$ cat src/rtl/ps2_rx_pkg.sv
package ps2_rx_pkg;

    localparam int unsigned BYTE_W = 8;

    // Frame receiver states
    typedef enum logic [1:0] {
        ST_IDLE   = 2'd0,
        ST_DATA   = 2'd1,
        ST_PARITY = 2'd2,
        ST_STOP   = 2'd3
    } rx_state_e;

    // Read-port address map
    localparam logic ADDR_HOLD = 1'b0;
    localparam logic ADDR_STAT = 1'b1;

endpackage

$ cat src/rtl/ps2_line_sync.sv
module ps2_line_sync #(
    parameter int unsigned STAGES = 2
) (
    input  logic clk,
    input  logic rst_n,
    input  logic line_i,
    output logic level_o,
    output logic fall_o
);
    // One extra stage holds the previous synchronised value for edge detection
    localparam int unsigned DEPTH = STAGES + 1;

    logic [DEPTH-1:0] pipe_q;

    // Idle state of a PS/2 line is high
    always_ff @(posedge clk or negedge rst_n) begin
        if (!rst_n) begin
            pipe_q <= '1;
        end else begin
            pipe_q <= {pipe_q[DEPTH-2:0], line_i};
        end
    end

    assign level_o = pipe_q[STAGES-1];
    assign fall_o  = pipe_q[STAGES] & ~pipe_q[STAGES-1];

endmodule

$ cat src/rtl/ps2_frame_fsm.sv
module ps2_frame_fsm
    import ps2_rx_pkg::*;
#(
    parameter int unsigned TIMEOUT_CYC = 12500
) (
    input  logic              clk,
    input  logic              rst_n,
    input  logic              bit_stb_i,
    input  logic              bit_val_i,
    output logic [BYTE_W-1:0] byte_o,
    output logic              frame_ok_o,
    output logic              frame_bad_o,
    output logic              timeout_o,
    output rx_state_e         state_o
);
    localparam int unsigned TW = $clog2(TIMEOUT_CYC + 1);
    localparam int unsigned CW = $clog2(BYTE_W);
    localparam logic [TW-1:0] TMO_LIM  = TW'(TIMEOUT_CYC);
    localparam logic [CW-1:0] LAST_BIT = CW'(BYTE_W - 1);

    rx_state_e         state_q, state_d;
    logic [BYTE_W-1:0] shift_q;
    logic [CW-1:0]     cnt_q;
    logic              par_q;
    logic [TW-1:0]     gap_q;
    logic              tmo;

    assign tmo = (state_q != ST_IDLE) && !bit_stb_i && (gap_q >= TMO_LIM);

    // State register
    always_ff @(posedge clk or negedge rst_n) begin
        if (!rst_n) state_q <= ST_IDLE;
        else        state_q <= state_d;
    end

    // Next-state logic
    always_comb begin
        state_d = state_q;
        unique case (state_q)
            ST_IDLE: begin
                if (bit_stb_i && !bit_val_i) state_d = ST_DATA;          // T_START
            end
            ST_DATA: begin
                if (tmo)                                  state_d = ST_IDLE;   // T_TMO
                else if (bit_stb_i && cnt_q == LAST_BIT)  state_d = ST_PARITY; // T_LAST
            end
            ST_PARITY: begin
                if (tmo)            state_d = ST_IDLE;   // T_TMO
                else if (bit_stb_i) state_d = ST_STOP;   // T_PAR
            end
            ST_STOP: begin
                if (tmo)            state_d = ST_IDLE;   // T_TMO
                else if (bit_stb_i) state_d = ST_IDLE;   // T_END
            end
            default: state_d = ST_IDLE;
        endcase
    end

    // Output decode: judge the frame on the stop bit
    always_comb begin
        frame_ok_o  = 1'b0;
        frame_bad_o = 1'b0;
        if (state_q == ST_STOP && bit_stb_i) begin
            if (bit_val_i && (^{shift_q, par_q})) frame_ok_o  = 1'b1;
            else                                  frame_bad_o = 1'b1;
        end
    end

    // Datapath: shift register, bit counter, parity capture and gap counter
    always_ff @(posedge clk or negedge rst_n) begin
        if (!rst_n) begin
            shift_q <= '0;
            cnt_q   <= '0;
            par_q   <= 1'b0;
            gap_q   <= '0;
        end else begin
            if (state_q == ST_IDLE || bit_stb_i) gap_q <= '0;
            else if (gap_q < TMO_LIM)            gap_q <= gap_q + 1'b1;

            if (state_q == ST_IDLE) cnt_q <= '0;

            if (bit_stb_i) begin
                if (state_q == ST_DATA) begin
                    shift_q <= {bit_val_i, shift_q[BYTE_W-1:1]};
                    cnt_q   <= cnt_q + 1'b1;
                end
                if (state_q == ST_PARITY) par_q <= bit_val_i;
            end
        end
    end

    assign byte_o    = shift_q;
    assign timeout_o = tmo;
    assign state_o   = state_q;

endmodule

$ cat src/rtl/ps2_hold_reg.sv
module ps2_hold_reg
    import ps2_rx_pkg::*;
(
    input  logic              clk,
    input  logic              rst_n,
    input  logic              byte_vld_i,
    input  logic [BYTE_W-1:0] byte_i,
    input  logic              rd_ack_i,
    input  logic              rd_en_i,
    input  logic              rd_addr_i,
    output logic [BYTE_W-1:0] hold_o,
    output logic              avail_o,
    output logic              overrun_o,
    output logic [BYTE_W-1:0] rd_data_o
);
    logic [BYTE_W-1:0] hold_q;
    logic              avail_q;
    logic              ovr_q;
    logic [BYTE_W-1:0] rdata_q;
    logic [BYTE_W-1:0] status_w;

    assign status_w = {{(BYTE_W-2){1'b0}}, ovr_q, avail_q};

    always_ff @(posedge clk or negedge rst_n) begin
        if (!rst_n) begin
            hold_q  <= '0;
            avail_q <= 1'b0;
            ovr_q   <= 1'b0;
            rdata_q <= '0;
        end else begin
            // A new byte wins over an acknowledge in the same cycle
            if (byte_vld_i) begin
                hold_q  <= byte_i;
                avail_q <= 1'b1;
            end else if (rd_ack_i) begin
                avail_q <= 1'b0;
            end

            // Setting overrun wins over clearing it by a status read
            if (byte_vld_i && avail_q && !rd_ack_i)       ovr_q <= 1'b1;
            else if (rd_en_i && rd_addr_i == ADDR_STAT)   ovr_q <= 1'b0;

            if (rd_en_i) rdata_q <= (rd_addr_i == ADDR_STAT) ? status_w : hold_q;
        end
    end

    assign hold_o    = hold_q;
    assign avail_o   = avail_q;
    assign overrun_o = ovr_q;
    assign rd_data_o = rdata_q;

endmodule

$ cat src/rtl/ps2_rx_hold.sv
module ps2_rx_hold
    import ps2_rx_pkg::*;
#(
    parameter int unsigned SYNC_STAGES = 2,
    parameter int unsigned TIMEOUT_CYC = 12500
) (
    input  logic              clk,
    input  logic              rst_n,
    input  logic              kb_clk_i,
    input  logic              kb_dat_i,
    input  logic              rd_ack_i,
    input  logic              rd_en_i,
    input  logic              rd_addr_i,
    output logic [BYTE_W-1:0] rd_data_o,
    output logic              data_avail_o,
    output logic              overrun_o
);
    localparam int unsigned N_LINES = 2;
    localparam int unsigned L_CLK   = 0;
    localparam int unsigned L_DAT   = 1;

    logic [N_LINES-1:0] raw_lines;
    logic [N_LINES-1:0] sync_lvl;
    logic [N_LINES-1:0] sync_fall;

    logic [BYTE_W-1:0]  frame_byte;
    logic               frame_ok;
    logic               frame_bad;
    logic               rx_timeout;
    rx_state_e          rx_state;
    logic [BYTE_W-1:0]  hold_val;

    assign raw_lines = {kb_dat_i, kb_clk_i};

    for (genvar g = 0; g < N_LINES; g++) begin : g_sync
        ps2_line_sync #(.STAGES(SYNC_STAGES)) u_sync (
            .clk     (clk),
            .rst_n   (rst_n),
            .line_i  (raw_lines[g]),
            .level_o (sync_lvl[g]),
            .fall_o  (sync_fall[g])
        );
    end

    ps2_frame_fsm #(.TIMEOUT_CYC(TIMEOUT_CYC)) u_fsm (
        .clk         (clk),
        .rst_n       (rst_n),
        .bit_stb_i   (sync_fall[L_CLK]),
        .bit_val_i   (sync_lvl[L_DAT]),
        .byte_o      (frame_byte),
        .frame_ok_o  (frame_ok),
        .frame_bad_o (frame_bad),
        .timeout_o   (rx_timeout),
        .state_o     (rx_state)
    );

    ps2_hold_reg u_hold (
        .clk        (clk),
        .rst_n      (rst_n),
        .byte_vld_i (frame_ok),
        .byte_i     (frame_byte),
        .rd_ack_i   (rd_ack_i),
        .rd_en_i    (rd_en_i),
        .rd_addr_i  (rd_addr_i),
        .hold_o     (hold_val),
        .avail_o    (data_avail_o),
        .overrun_o  (overrun_o),
        .rd_data_o  (rd_data_o)
    );

endmodule

$ cat config.mk
export PLATFORM = sky130hd
export DESIGN_NAME = ps2_rx_hold
export DESIGN_NICKNAME = d
export VERILOG_FILES = /design/src/rtl/ps2_rx_pkg.sv /design/src/rtl/ps2_line_sync.sv /design/src/rtl/ps2_frame_fsm.sv /design/src/rtl/ps2_hold_reg.sv /design/src/rtl/ps2_rx_hold.sv
export SDC_FILE = /design/constraint.sdc
export NUM_CORES = 1
export LEC_CHECK = 0
export ABC_CLOCK_PERIOD_IN_PS = 1780
export BUFFER_PORTS_ARGS = -buffer_cell sky130_fd_sc_hd__buf_2
export CAP_MARGIN = 15
export CORE_MARGIN = 2
export CORE_UTILIZATION = 25
export DETAILED_ROUTE_END_ITERATION = 10
export HOLD_SLACK_MARGIN = 0.15
export PLACE_DENSITY = 0.48
export SYNTH_ARGS = -nofsm -noshare
export SYNTH_HDL_FRONTEND = slang
export SYNTH_SLANG_ARGS = --single-unit
$ cat constraint.sdc
create_clock -name clk -period 1.78 [get_ports clk]
set_input_delay 0.356 -clock clk [delete_from_list [all_inputs] [get_ports clk]]
set_output_delay 0.356 -clock clk [all_outputs]
set_load 0.005 [all_outputs]
# After elaboration in Yosys (flattened, before gate mapping)
# Cells that the tools add are included.
[totals]
register_bits = 51
[classes]
reduce_logical = 22
magnitude_cmp = 2
n_eq_ne = 8
bitwise_logic = 2
addsub = 2
muxes = 20
[ops]
columns = ["operator", "n"]
rows = [
  ["$mux 14", 2],
  ["$add 14x1->14 const B", 1],
  ["$ge 14x14->1 const B", 1],
  ["$lt 14x14->1 const B", 1],
  ["$mux 2", 7],
  ["$logic_and 1x1->1", 9],
  ["$mux 3", 3],
  ["$ne 3x2->1 const B", 3],
  ["$reduce_xor 9->1", 1],
  ["$mux 8", 1],
  ["$pmux 2 s4", 1],
  ["$reduce_bool 2->1", 4],
  ["$mux 1", 6],
  ["$eq 2x2->1 const B", 2],
  ["$reduce_and 2->1", 2],
  ["$reduce_and 4->1", 1],
  ["$add 3x1->3 const B", 1],
  ["$eq 3x3->1 const B", 1],
  ["$logic_not 1->1", 3],
  ["$eq 2x1->1 const B", 1],
  ["$logic_not 2->1", 1],
  ["$ne 2x1->1 const B", 1],
  ["$and 1x1->1", 1],
  ["$logic_or 1x1->1", 1],
  ["$not 1->1", 1],
]

# Logic depth before layout (Yosys ltp)
# Gate-level depths: netlist (run 1).
[logic_depth]
depth_word = 7
ltp_mapped = 6
mapped_depth_nobuf = 5

# Cells and area by module
# From an unflattened synthesis (run 1), not the netlist that was laid out.
[unflattened]
hier_cells = 209
hier_area_um2 = 2454.9
[modules_own_cells]
columns = ["module", "n_inst", "seq_area_each_um2", "cells_each", "area_each_um2"]
rows = [
  ["ps2_frame_fsm", 1, 700.7, 146, 1511.4],
  ["ps2_hold_reg", 1, 450.4, 55, 758.2],
  ["ps2_line_sync", 2, 78.8, 4, 92.6],
]

# Worst setup path before layout (run 1)
# No wires, ideal clock.
[synth_path]
path_kind = "reg2reg"
startpoint = "register u_fsm.shift_q[1], in the netlist u_fsm.byte_o[1]"
endpoint = "register u_hold.hold_q[0], in the netlist u_hold.hold_o[0]"
setup_ns = 0.125
setup_slack_ns = -0.028
arrival_ns = 1.683
path_stages_with_launch = 6
path_cell_list = "dfrtp_1 > xnor2_1 > xnor3_1 > xnor2_1 > nand4_4 > mux2_2"
[synth_via]
elab_chain_cells = 4
[synth_lines]
columns = ["element", "line", "source"]
rows = [
  ["start: declaration", "ps2_frame_fsm.sv:22", "logic [BYTE_W-1:0] shift_q;"],
  ["start signal: assignment", "ps2_frame_fsm.sv:84", "shift_q <= {bit_val_i, shift_q[BYTE_W-1:1]};"],
  ["$reduce_xor 9->1", "ps2_frame_fsm.sv:64", "if (bit_val_i && (^{shift_q, par_q})) frame_ok_o = 1'b1;"],
  ["$logic_and 1x1->1", "ps2_frame_fsm.sv:64", ""],
  ["$mux 1", "ps2_frame_fsm.sv:64", ""],
  ["$mux 1", "ps2_frame_fsm.sv:63", "if (state_q == ST_STOP && bit_stb_i) begin"],
  ["end signal: assignment", "ps2_hold_reg.sv:33", "hold_q <= byte_i;"],
  ["end: declaration", "ps2_hold_reg.sv:16", "logic [BYTE_W-1:0] hold_q;"],
]
# No other way between the ends.
# A chain may end at the register's enable or synchronous reset.

# Worst setup path after layout (run 1)
[layout_path]
startpoint = "register u_fsm.shift_q[6], in the netlist u_fsm.byte_o[6]"
endpoint = "register u_hold.hold_q[7], in the netlist u_hold.hold_o[7]"
# Same word-level chain as after synthesis.

==> results of run 1 <==
-- critical path: stages, from the launching register on --
cell     delay, ns
dfrtp_1       0.40
xnor2_1       0.15
xnor3_1       0.44
xnor2_2       0.15
buf_4         0.15
nand4_4       0.11
mux2_2        0.34
-- cell families (layout without fill, tap and decap cells) --
group	Yosys count	count (layout)	synth area share [%]
buf+inv	17	58	2.88
mux	20	20	9.80
compound gates	41	41	10.2
simple gates	56	57	13.2
flops	51	51	56.8
xor+xnor	11	11	4.87
fa+ha+maj	4	4	2.21
-- registers in the layout (all words and copies together), names as in the netlist --
name and count:
u_hold.rd_data_o 8, u_fsm.byte_o 8, u_hold.avail_o 1, u_fsm.cnt_q 3, u_hold.overrun_o 1, u_fsm.par_q 1
u_fsm.state_o 2, g_sync.u_sync.pipe_q 5, u_hold.hold_o 8, u_fsm.gap_q 14
-- final timing paths --
path,slack [ns],cells after the start,endpoint
worst max-delay path,-0.08,6,u_hold.hold_o[7]
worst min-delay path,0.31,3,u_hold.avail_o
worst max register to register,-0.08,6,u_hold.hold_o[7]
worst min register to register,0.36,0,g_sync[1].u_sync.pipe_q[1]
max in group asynchronous,0.59,3,u_fsm.byte_o[1]
min in group asynchronous,0.59,2,u_fsm.gap_q[11]
-- cell type report --
class	count	area (um2)
clock inverters	3	46.3
well taps	108	135
fillers	909	5960
clock buffers	5	68.8
repair buffers	39	260
flip-flops and latches	51	1280
inverters	11	41.3
multi-input cells	133	968
-- what timing repair did --
action,CTS,global route
setup buffers,2,0
cloned,1,0
pin swaps,5,0
hold endpoints to repair,20,0
hold buffers,3,0
setup endpoints to repair,9,22
gates resized for setup,3,3
-- power groups by stage --
stage	clock, mW	sequential [mW]	combinational [mW]
floorplan	0	1.39	0.577
global placement	0	1.39	0.799
detailed placement	0	1.39	0.803
CTS	0.868	1.38	1.15
global route	0.923	1.40	1.24
finish	0.827	1.38	1.15
-- stage by stage --
| stage | instances | instance area, um2 |
|---|---|---|
| 6_report | 350 | 2800 |
| 5_1_grt | 350 | 2800 |
| 4_1_cts | 350 | 2790 |
| 3_5_place_dp | 336 | 2590 |
| 3_3_place_gp | 336 | 2590 |
| 2_1_floorplan | 200 | 2270 |
-- routing by layer --
metal	up-vias	wire length (um)	GRT usage [%]
met5	-	0	0
met4	0	41	3.48
met3	4	172	2.48
met2	27	1910	13.7
met1	742	2230	13.8
li1	779	-	-
-- layout by cell type, fill, tap and decap left out, types with 7 or more instances in the layout --
cell     instances
dfrtp_1         46
buf_4           20
o21ai_0         19
nand2_1         16
mux2_2          16
buf_2           16
a21oi_1         14
nor2_1          12
inv_1           11
or3_1            7
==> summary.md, run 1 <==
| Metric | Value |
|---|---|
| Status | `complete, but fails checks` |
| Failing checks | `setup timing` |
| Setup-failing EPs final | `9` |
| Worst Skew | `0.0144 ns` |
| Int Pwr | `2.37 mW` |
| Post-place setup slack | `-0.0897 ns` |
| Worst-Skew Late Latency | `0.31 ns` |
| CTS Buf Count | `5` |
| Setup_tns | `-0.585 ns` |
| Half-perimeter wire length after placement | `2990 um` |
| Die area | `0.00981 mm2` |
| Final number of max-transition violations | `0` |
| P_sw | `0.980 mW` |
| Tot GR Track Use | `9.55%` |
| Clock sink count | `51` |
| Final ANT Viol Nets | `0` |
| Avg Cell Area, Syn | `11.3 um2` |
| Critical Path AT | `2.06 ns` |
| Power Total | `3.35 mW` |
| Residual DRC | `0` |
| Synthesized net count | `211` |
| Synth top area share | `50.9%` |
| Setup WS post-layout | `-0.0753 ns` |
| Dominant cell type by area after synthesis | `dfrtp_1` |
| Switch share | `29.2%` |
| Fmax | `539 MHz` |
| GP Congestion | `0.717` |
| Largest fanout on the critical path | `4` |
| Worst slew margin | `58.5%` |
| I/O pin count | `17` |
| Peak supply drop | `0.430 mV` |
| Power share of the sequential group | `41.1%` |
| Post-synthesis sequential area ratio | `56.8%` |
| Number of synthesized flops with an enable pin | `0` |
| Row count | `34` |
| Flops & latches, synth | `51` |
| Synth area leaders | `dfrtp_1 (51%), mux2_2 (8.5%), dfstp_2 (5.8%)` |
| CP required | `1.98 ns` |
| Fin. Hold Viols | `0` |
| Largest net degree at the start of global routing | `27` |
| Worst-Margin Slew | `0.622 ns` |
| Area delta synth->final | `24.0%` |
| CTS clk-pin slew, worst paths | `0.10 ns` |
| Final worst-path cycle share | `104%` |
| Final core utilization | `32.0%` |
| Initial core utilization | `25.8%` |
| # Max-Cap Violations | `0` |
| YS warnings | `0` |
| Core Box Area | `0.00876 mm2` |
| Crit path from | `u_fsm.byte_o[6]` |
| Die width | `99.1 um` |
| R2R Path Start | `u_fsm.byte_o[6]` |
| Hold_ws | `0.311 ns` |
| Via density | `4.43` |
| Port Buffers | `16` |
| Ant diodes | `0` |
| Overflow after GRT | `0` |
| Count leader, synth | `dfrtp_1` |
| Ys async rst share | `100%` |
| Post-route minimum period | `1.86 ns` |
| Post-Synthesis Cells | `200` |
| First-pass GRT wire length | `7540 um` |
| Fraction of layout cells with a size suffix above 1 | `29.8%` |
| Clock power share | `24.7%` |
| Vias in the first global route | `1,518` |
| RSZ-0062 raised after global routing | `yes` |
| CP Launch Type | `register` |
| DR vias | `1,552` |
| Mapped Area | `0.00226 mm2` |
| Initial antenna violation count | `0` |
| Commonest cells in the netlist | `dfrtp_1 (46), o21ai_0 (19), mux2_2 (17)` |
| Ys flop type | `dfrtp_1` |
| 1st-pass router iterations | `4` |
| Initial DRC Count | `64` |
| Comb power frac | `34.2%` |
| Kind of critical path | `reg -> reg` |
| CTS Root Cell | `clkbuf_8` |
| Final net count | `252` |
| Total wire length | `4350 um` |
| Critical path endpoint category | `register` |
| Max Root-Sink Buffers | `2` |
| H-Tree Depth | `2` |
| Worst min path class | `in -> reg` |
| WL/cell | `12.4 um` |
| CTS tree | `built` |
| Power Density | `1200 mW/mm2` |
| Min-delay src | `rd_ack_i` |
| P_leak | `1.27 nW` |
| Synth unique cells | `31` |
| Die height | `99.1 um` |
Note: power is estimated with default switching activity, not from simulation.
==> run 2: changes to the inputs <==
--- a/config.mk
+++ b/config.mk
@@ -9,10 +9,10 @@
 export BUFFER_PORTS_ARGS = -buffer_cell sky130_fd_sc_hd__buf_2
 export CAP_MARGIN = 15
 export CORE_MARGIN = 2
-export CORE_UTILIZATION = 25
+export CORE_UTILIZATION = 23
 export DETAILED_ROUTE_END_ITERATION = 10
 export HOLD_SLACK_MARGIN = 0.15
-export PLACE_DENSITY = 0.48
+export PLACE_DENSITY = 0.46
 export SYNTH_ARGS = -nofsm -noshare
 export SYNTH_HDL_FRONTEND = slang
 export SYNTH_SLANG_ARGS = --single-unit
==> run 2 against run 1 <==
Compared with the run above:
- the run still ends with setup timing left
- clock power down 19%
- clock-buffer cell count grew 1
- clock skew down 0.0056 ns
- design area shrank 1.7%
- first-iteration DRC count grew 6.3%
- sequential power barely moved
- sequential share of layout area is 0.81 points higher
- non-clock buffer count down 3
- total power down 15%
==> summary.md, run 2 (synthesized netlist as in run 1, its figures left out) <==
| Metric | Value |
|---|---|
| Die height | `103 um (+4.1%)` |
| Most flops, register | `u_fsm.gap_q` |
| Clock sink count | `51 (unchanged)` |
| DR vias | `1,525 (-1.7%)` |
| Met3 GRT Util | `2.31% (-0.18 points)` |
| Residual DRC | `0 (unchanged)` |
| Fillers | `1,045 (+15%)` |
| Overflow after GRT | `0 (unchanged)` |
| H-Tree Depth | `2 (unchanged)` |
| Worst Skew | `0.00876 ns (-0.00561 ns)` |
| CTS Root Cell | `clkbuf_8` |
| First-pass GRT wire length | `7150 um (-5.2%)` |
| # Max-Cap Violations | `0 (unchanged)` |
| WL/cell | `10.9 um (-12%)` |
| Final ANT Viol Nets | `0 (unchanged)` |
| Top cell family by delay on the critical path | `XOR/XNOR gates` |
| Post-CTS Setup Inserts | `0 (-2)` |
| Row count | `36 (+5.9%)` |
| Tot GR Track Use | `8.52% (-1.0 points)` |
| Critical path endpoint category | `register` |
| Fraction of layout cells with a size suffix above 1 | `27.7% (-2.0 points)` |
| Post-route minimum period | `1.85 ns (-0.00966 ns)` |
| Largest register FFs | `14 (unchanged)` |
| Final core utilization | `28.6% (-3.4 points)` |
| Max Root-Sink Buffers | `2 (unchanged)` |
| Final net count | `248 (-1.6%)` |
| CP required | `1.98 ns (about the same)` |
| Initial DRC Count | `68 (+6.3%)` |
| Area delta synth->final | `21.9%` |
| Final number of max-transition violations | `0 (unchanged)` |
| Hold_ws | `0.323 ns (+0.0115 ns)` |
| Kind of critical path | `reg -> reg` |
| Dpl cells | `360 (+7.1%)` |
| Port Buffers | `16 (unchanged)` |
| Via density | `4.11 (-7.3%)` |
| GR Layer Usage met2 | `13.5% (-0.23 points)` |
| Initial antenna violation count | `0 (unchanged)` |
| Largest fanout on the critical path | `9 (+5)` |
| Fin cells | `371 (+6.0%)` |
| Multi-input gate area in the final layout | `927 um2 (-4.3%)` |
| Setup-failing EPs final | `9 (unchanged)` |
| CTS tree | `built` |
| Worst-Skew Late Latency | `0.30 ns (about the same)` |
| Worst slew margin | `81.4% (+23 points)` |
| Fmax | `542 MHz (+0.52%)` |
| I/O pin count | `17 (unchanged)` |
| GP Congestion | `0.729 (+1.8%)` |
| Register area | `0.00128 mm2 (unchanged)` |
| 1st-pass router iterations | `4 (unchanged)` |
| Worst min path class | `in -> reg` |
| Largest net degree at the start of global routing | `42 (+56%)` |
| Initial core utilization | `23.4% (-2.3 points)` |
| Final worst-path cycle share | `104% (-0.54 points)` |
| Worst Path Buf+Inv | `0 (-1)` |
| Met1 GRT Util | `11.3% (-2.5 points)` |
| CTS clk-pin slew, worst paths | `0.09 ns (about the same)` |
| Failing checks | `setup timing` |
| Die area | `0.0106 mm2 (+8.3%)` |
| Peak supply drop | `0.451 mV (+4.9%)` |
| Worst-Margin Slew | `0.278 ns (-0.345 ns)` |
| Total wire length | `4040 um (-7.1%)` |
| Fin. Hold Viols | `0 (unchanged)` |
| P_leak | `1.23 nW (-3.0%)` |
| Status | `complete, but fails checks` |
| Ant diodes | `0 (unchanged)` |
| Half-perimeter wire length after placement | `2810 um (-6.0%)` |
| Power Density | `1030 mW/mm2 (-14%)` |
| Setup WS post-layout | `-0.0656 ns (+0.00966 ns)` |
| RSZ-0062 raised after global routing | `yes` |
| Commonest non-fill, non-tap cell in the layout | `dfrtp_1` |
| Commonest cells after routing, fill and taps aside | `dfrtp_1 (46), o21ai_0 (19), mux2_2 (17)` |
| Crit-path cells | `xnor2_1 > xnor3_1 > xnor2_2 > nand4_4 > mux2_2` |
| Critical path's slowest cell | `xnor3_1` |
| CTS Buf Count | `5 (unchanged)` |
| Critical Path AT | `2.04 ns (-0.02 ns)` |
| Core Box Area | `0.00964 mm2 (+10%)` |
| Vias in the first global route | `1,549 (+2.0%)` |
| Top Usage Layer GRT | `met2` |
| CP Launch Type | `register` |
| Worst path max stage delay | `0.45 ns (about the same)` |
| Die width | `103 um (+4.1%)` |
run 2: changes by cell type in the layout (fill, tap and decap cells not counted), sizes merged:
cell and delta:
buf -3, bufinv -1, clkbuf +1, clkinv +2
clkinvlp -1, inv -1, nand4 -1
run 2: worst paths after layout:
check / startpoint / to / slack (ns) / cells after the start
max: u_fsm.byte_o[3] / u_hold.hold_o[5] / -0.07 / 5
min: rd_ack_i / u_hold.avail_o / 0.32 / 3
max reg2reg: u_fsm.byte_o[3] / u_hold.hold_o[5] / -0.07 / 5
min reg2reg: g_sync[1].u_sync.pipe_q[0] / g_sync[1].u_sync.pipe_q[1] / 0.35 / 0
max in group asynchronous: rst_n / g_sync[1].u_sync.pipe_q[0] / 0.77 / 3
min in group asynchronous: rst_n / u_hold.rd_data_o[4] / 0.44 / 2
run 2: worst min-delay path: cells and delay by family:
| family | cells | cell delay, ns |
|---|---|---|
| buffers and inverters | 1 | 0.07 |
| AND/OR/NAND/NOR | 2 | 0.17 |
run 2: area by class of cell:
| cell class | instances | area share [%] |
|---|---|---|
| repair buffers | 36 | 9.09 |
| clock buffers | 6 | 2.64 |
| multi-input cells | 132 | 33.7 |
| well taps | 133 | 6.04 |
| flip-flops and latches | 51 | 46.6 |
| inverters | 11 | 1.50 |
| clock inverters | 2 | 0.500 |
run 2: layer usage:
layer  share of wire [%]  vias up
li1                    -      775
met1                  51      720
met2                  44       24
met5                   0        -
met3                 3.8        6
met4                 1.2        0
run 2: per-stage QoR:
stage	instance area (um2)	setup TNS, ns	setup WS, ns	total power, mW
5_1_grt	2750	-1.72	-0.208	3.01
6_report	2750	-0.554	-0.0656	2.84
4_1_cts	2750	-0.835	-0.101	2.89
3_3_place_gp	2630	-0.637	-0.0754	2.18
2_1_floorplan	2270	0	0.00448	1.96
3_5_place_dp	2630	-0.871	-0.0991	2.19
run 2: timing repair:
action / 4_1_cts / 5_1_grt
setup endpoints to repair: 9 / 22
resized for setup: 0 / 2
hold endpoints to repair: 12 / 0
gates cloned: 0 / 0
hold buffers: 3 / 0
pin swaps: 1 / 0
run 2: report_power, final:
group	total [mW]	internal (mW)	switching (mW)
clock network	0.674	0.279	0.395
registers	1.37	1.28	0.0947
logic	0.793	0.463	0.330
total	2.84	2.02	0.819
==> run 3: changes to the inputs <==
--- a/config.mk
+++ b/config.mk
@@ -8,11 +8,13 @@
 export ABC_CLOCK_PERIOD_IN_PS = 1780
 export BUFFER_PORTS_ARGS = -buffer_cell sky130_fd_sc_hd__buf_2
 export CAP_MARGIN = 15
+export CELL_PAD_IN_SITES_DETAIL_PLACEMENT = 0
+export CELL_PAD_IN_SITES_GLOBAL_PLACEMENT = 1
 export CORE_MARGIN = 2
 export CORE_UTILIZATION = 23
 export DETAILED_ROUTE_END_ITERATION = 10
 export HOLD_SLACK_MARGIN = 0.15
-export PLACE_DENSITY = 0.46
+export PLACE_DENSITY = 0.52
 export SYNTH_ARGS = -nofsm -noshare
 export SYNTH_HDL_FRONTEND = slang
 export SYNTH_SLANG_ARGS = --single-unit
==> run 3 against run 2 <==
Compared with the run above:
- the flow still finishes with violations (setup timing)
- largest cell class unchanged
- register-to-register slack got worse by 0.07 ns
- largest power group unchanged
- critical path type unchanged
- combinational power up 44%
- first-iteration DRC count down 16%
- worst hold slack lost 0.0033 ns
- clock-buffer cell count did not move
==> summary.md, run 3 (synthesized netlist as in run 1, its figures left out) <==
| Metric | Value |
|---|---|
| Status | `complete, but fails checks` |
| Failing checks | `setup timing` |
| Worst min path class | `in -> reg` |
| Final net count | `253 (+2.0%)` |
| Max Root-Sink Buffers | `2 (unchanged)` |
| Critical path endpoint category | `register` |
| GP Congestion | `0.727 (-0.34%)` |
| Dpl cells | `362 (+0.56%)` |
| Comb power frac | `35.3% (+7.4 points)` |
| First-pass GRT wire length | `7410 um (+3.7%)` |
| DR vias | `1,529 (+0.26%)` |
| Setup WS post-layout | `-0.136 ns (-0.0706 ns)` |
| CP required | `1.97 ns (about the same)` |
| Via density | `4.07 (-1.1%)` |
| Clock power share | `22.2% (-1.5 points)` |
| Met3 wire len | `148 um (-2.6%)` |
| CTS clk-pin slew, worst paths | `0.10 ns (about the same)` |
| Residual DRC | `0 (unchanged)` |
| Commonest cells after routing, fill and taps aside | `dfrtp_1 (46), buf_4 (19), o21ai_0 (18)` |
| Fin cells | `376 (+1.3%)` |
| Kind of critical path | `reg -> reg` |
| Switch share | `29.9% (+1.1 points)` |
| Total wire length | `4400 um (+8.7%)` |
| Worst slew margin | `68.6% (-13 points)` |
| Port Buffers | `16 (unchanged)` |
| Die height | `103 um (unchanged)` |
| Fillers | `1,033 (-1.1%)` |
| Highest routing layer actually used | `met4` |
| Dpl cell area | `0.00266 mm2 (+1.0%)` |
| P_sw | `0.967 mW (+18%)` |
| CTS tree | `built` |
| Peak supply drop | `0.375 mV (-17%)` |
| Power Density | `1140 mW/mm2 (+10%)` |
| CTS Root Cell | `clkbuf_8` |
| Overflow after GRT | `0 (unchanged)` |
| Initial DRC Count | `57 (-16%)` |
| Largest net degree at the start of global routing | `36 (-14%)` |
| Hold_ws | `0.320 ns (-0.00330 ns)` |
| Clock sink count | `51 (unchanged)` |
| Fmax | `522 MHz (-3.7%)` |
| Die width | `103 um (unchanged)` |
| Fraction of layout cells with a size suffix above 1 | `30.0% (+2.3 points)` |
| Post-route minimum period | `1.92 ns (+0.0706 ns)` |
| Register area | `0.00128 mm2 (unchanged)` |
| 1st-pass router iterations | `4 (unchanged)` |
| Area delta synth->final | `25.6%` |
| Final number of max-transition violations | `0 (unchanged)` |
| I/O pin count | `17 (unchanged)` |
| RSZ-0062 raised after global routing | `yes` |
| Largest register FFs | `14 (unchanged)` |
| CTS Buf Count | `5 (unchanged)` |
| Initial antenna violation count | `0 (unchanged)` |
| Int Pwr | `2.26 mW (+12%)` |
| Commonest non-fill, non-tap cell in the layout | `dfrtp_1` |
| Core Box Area | `0.00964 mm2 (unchanged)` |
| # Max-Cap Violations | `0 (unchanged)` |
| Worst Skew | `0.0132 ns (+0.00445 ns)` |
| Post-route cell area | `0.00284 mm2 (+3.0%)` |
| Largest fanout on the critical path | `4 (-5)` |
| Fin. Hold Viols | `0 (unchanged)` |
| Power share of the sequential group | `42.5% (-5.8 points)` |
| Worst-Margin Slew | `0.470 ns (+0.192 ns)` |
| H-Tree Depth | `2 (unchanged)` |
| Multi-input gate area in the final layout | `958 um2 (+3.4%)` |
| Row count | `36 (unchanged)` |
| Final worst-path cycle share | `108% (+4.0 points)` |
| CP Launch Type | `register` |
| Worst-Skew Late Latency | `0.30 ns (about the same)` |
| M1 wire length | `2290 um (+12%)` |
| P_leak | `1.27 nW (+2.9%)` |
| Most flops, register | `u_fsm.gap_q` |
| Ant diodes | `0 (unchanged)` |
| WL met2 | `1940 um (+8.3%)` |
| Final ANT Viol Nets | `0 (unchanged)` |
| Die area | `0.0106 mm2 (unchanged)` |
| Critical Path AT | `2.11 ns (+0.07 ns)` |
| Setup-failing EPs final | `9 (unchanged)` |
| Initial core utilization | `23.4% (unchanged)` |
| Tot GR Track Use | `8.89% (+0.36 points)` |
| Half-perimeter wire length after placement | `3010 um (+7.1%)` |
| Vias in the first global route | `1,578 (+1.9%)` |
| WL/cell | `11.7 um (+7.3%)` |
[run 3: power groups by stage]
stage / clock network (mW) / registers (mW) / logic, mW
after floorplan: 0 / 1.39 / 0.577
after global placement: 0 / 1.39 / 0.821
after detailed placement: 0 / 1.39 / 0.831
after CTS: 0.756 / 1.37 / 0.843
after global routing: 0.804 / 1.40 / 1.24
final: 0.718 / 1.37 / 1.14
[run 3: critical path: stages, from the launching register on]
cell     delay (ns)
dfrtp_1        0.40
xnor2_1        0.18
xnor3_1        0.46
xnor2_2        0.15
buf_4          0.15
nand4_4        0.11
mux2_2         0.35
[run 3: path summary, 6_finish.rpt]
kind,to,startpoint,slack [ns],cells past startpoint
max in group asynchronous,g_sync[1].u_sync.pipe_q[1],rst_n,0.67,3
worst max register to register,u_hold.hold_o[5],u_fsm.byte_o[4],-0.14,6
min in group asynchronous,u_hold.rd_data_o[7],rst_n,0.51,2
worst max-delay path,u_hold.hold_o[5],u_fsm.byte_o[4],-0.14,6
worst min-delay path,u_hold.avail_o,rd_ack_i,0.32,3
worst min register to register,g_sync[1].u_sync.pipe_q[1],g_sync[1].u_sync.pipe_q[0],0.36,0
[run 3: per-stage QoR]
step / setup slack (ns) / TNS, ns / util [%] / total power [mW]
floorplan: 0.00448 / 0 / - / 1.96
global placement: -0.0554 / -0.466 / 27.6 / 2.21
detailed placement: -0.0971 / -0.815 / 27.6 / 2.23
CTS: -0.101 / -0.873 / 28.9 / 2.97
global route: -0.209 / -1.90 / 29.4 / 3.44
finish: -0.136 / -1.07 / 29.4 / 3.23
[run 3: cell type report]
| class | instances | area share, % |
|---|---|---|
| flip-flops and latches | 51 | 45.2 |
| multi-input cells | 133 | 33.8 |
| repair buffers | 40 | 10.3 |
| well taps | 133 | 5.86 |
| clock buffers | 6 | 2.91 |
| inverters | 11 | 1.46 |
| clock inverters | 2 | 0.485 |
[run 3: timing repair]
item	in CTS	in global routing
buffers inserted	0	2
hold buffers	3	0
gates resized for setup	0	6
endpoints found under the setup margin	9	14
endpoints found under the hold margin	18	0
cloned	0	1
pin swaps	1	4
[run 3: layer usage]
metal | track usage [%] | vias to the layer above
met5 | 0 | -
met4 | 2.53 | 0
li1 | - | 782
met1 | 12.0 | 727
met3 | 2.31 | 2
met2 | 14.1 | 18
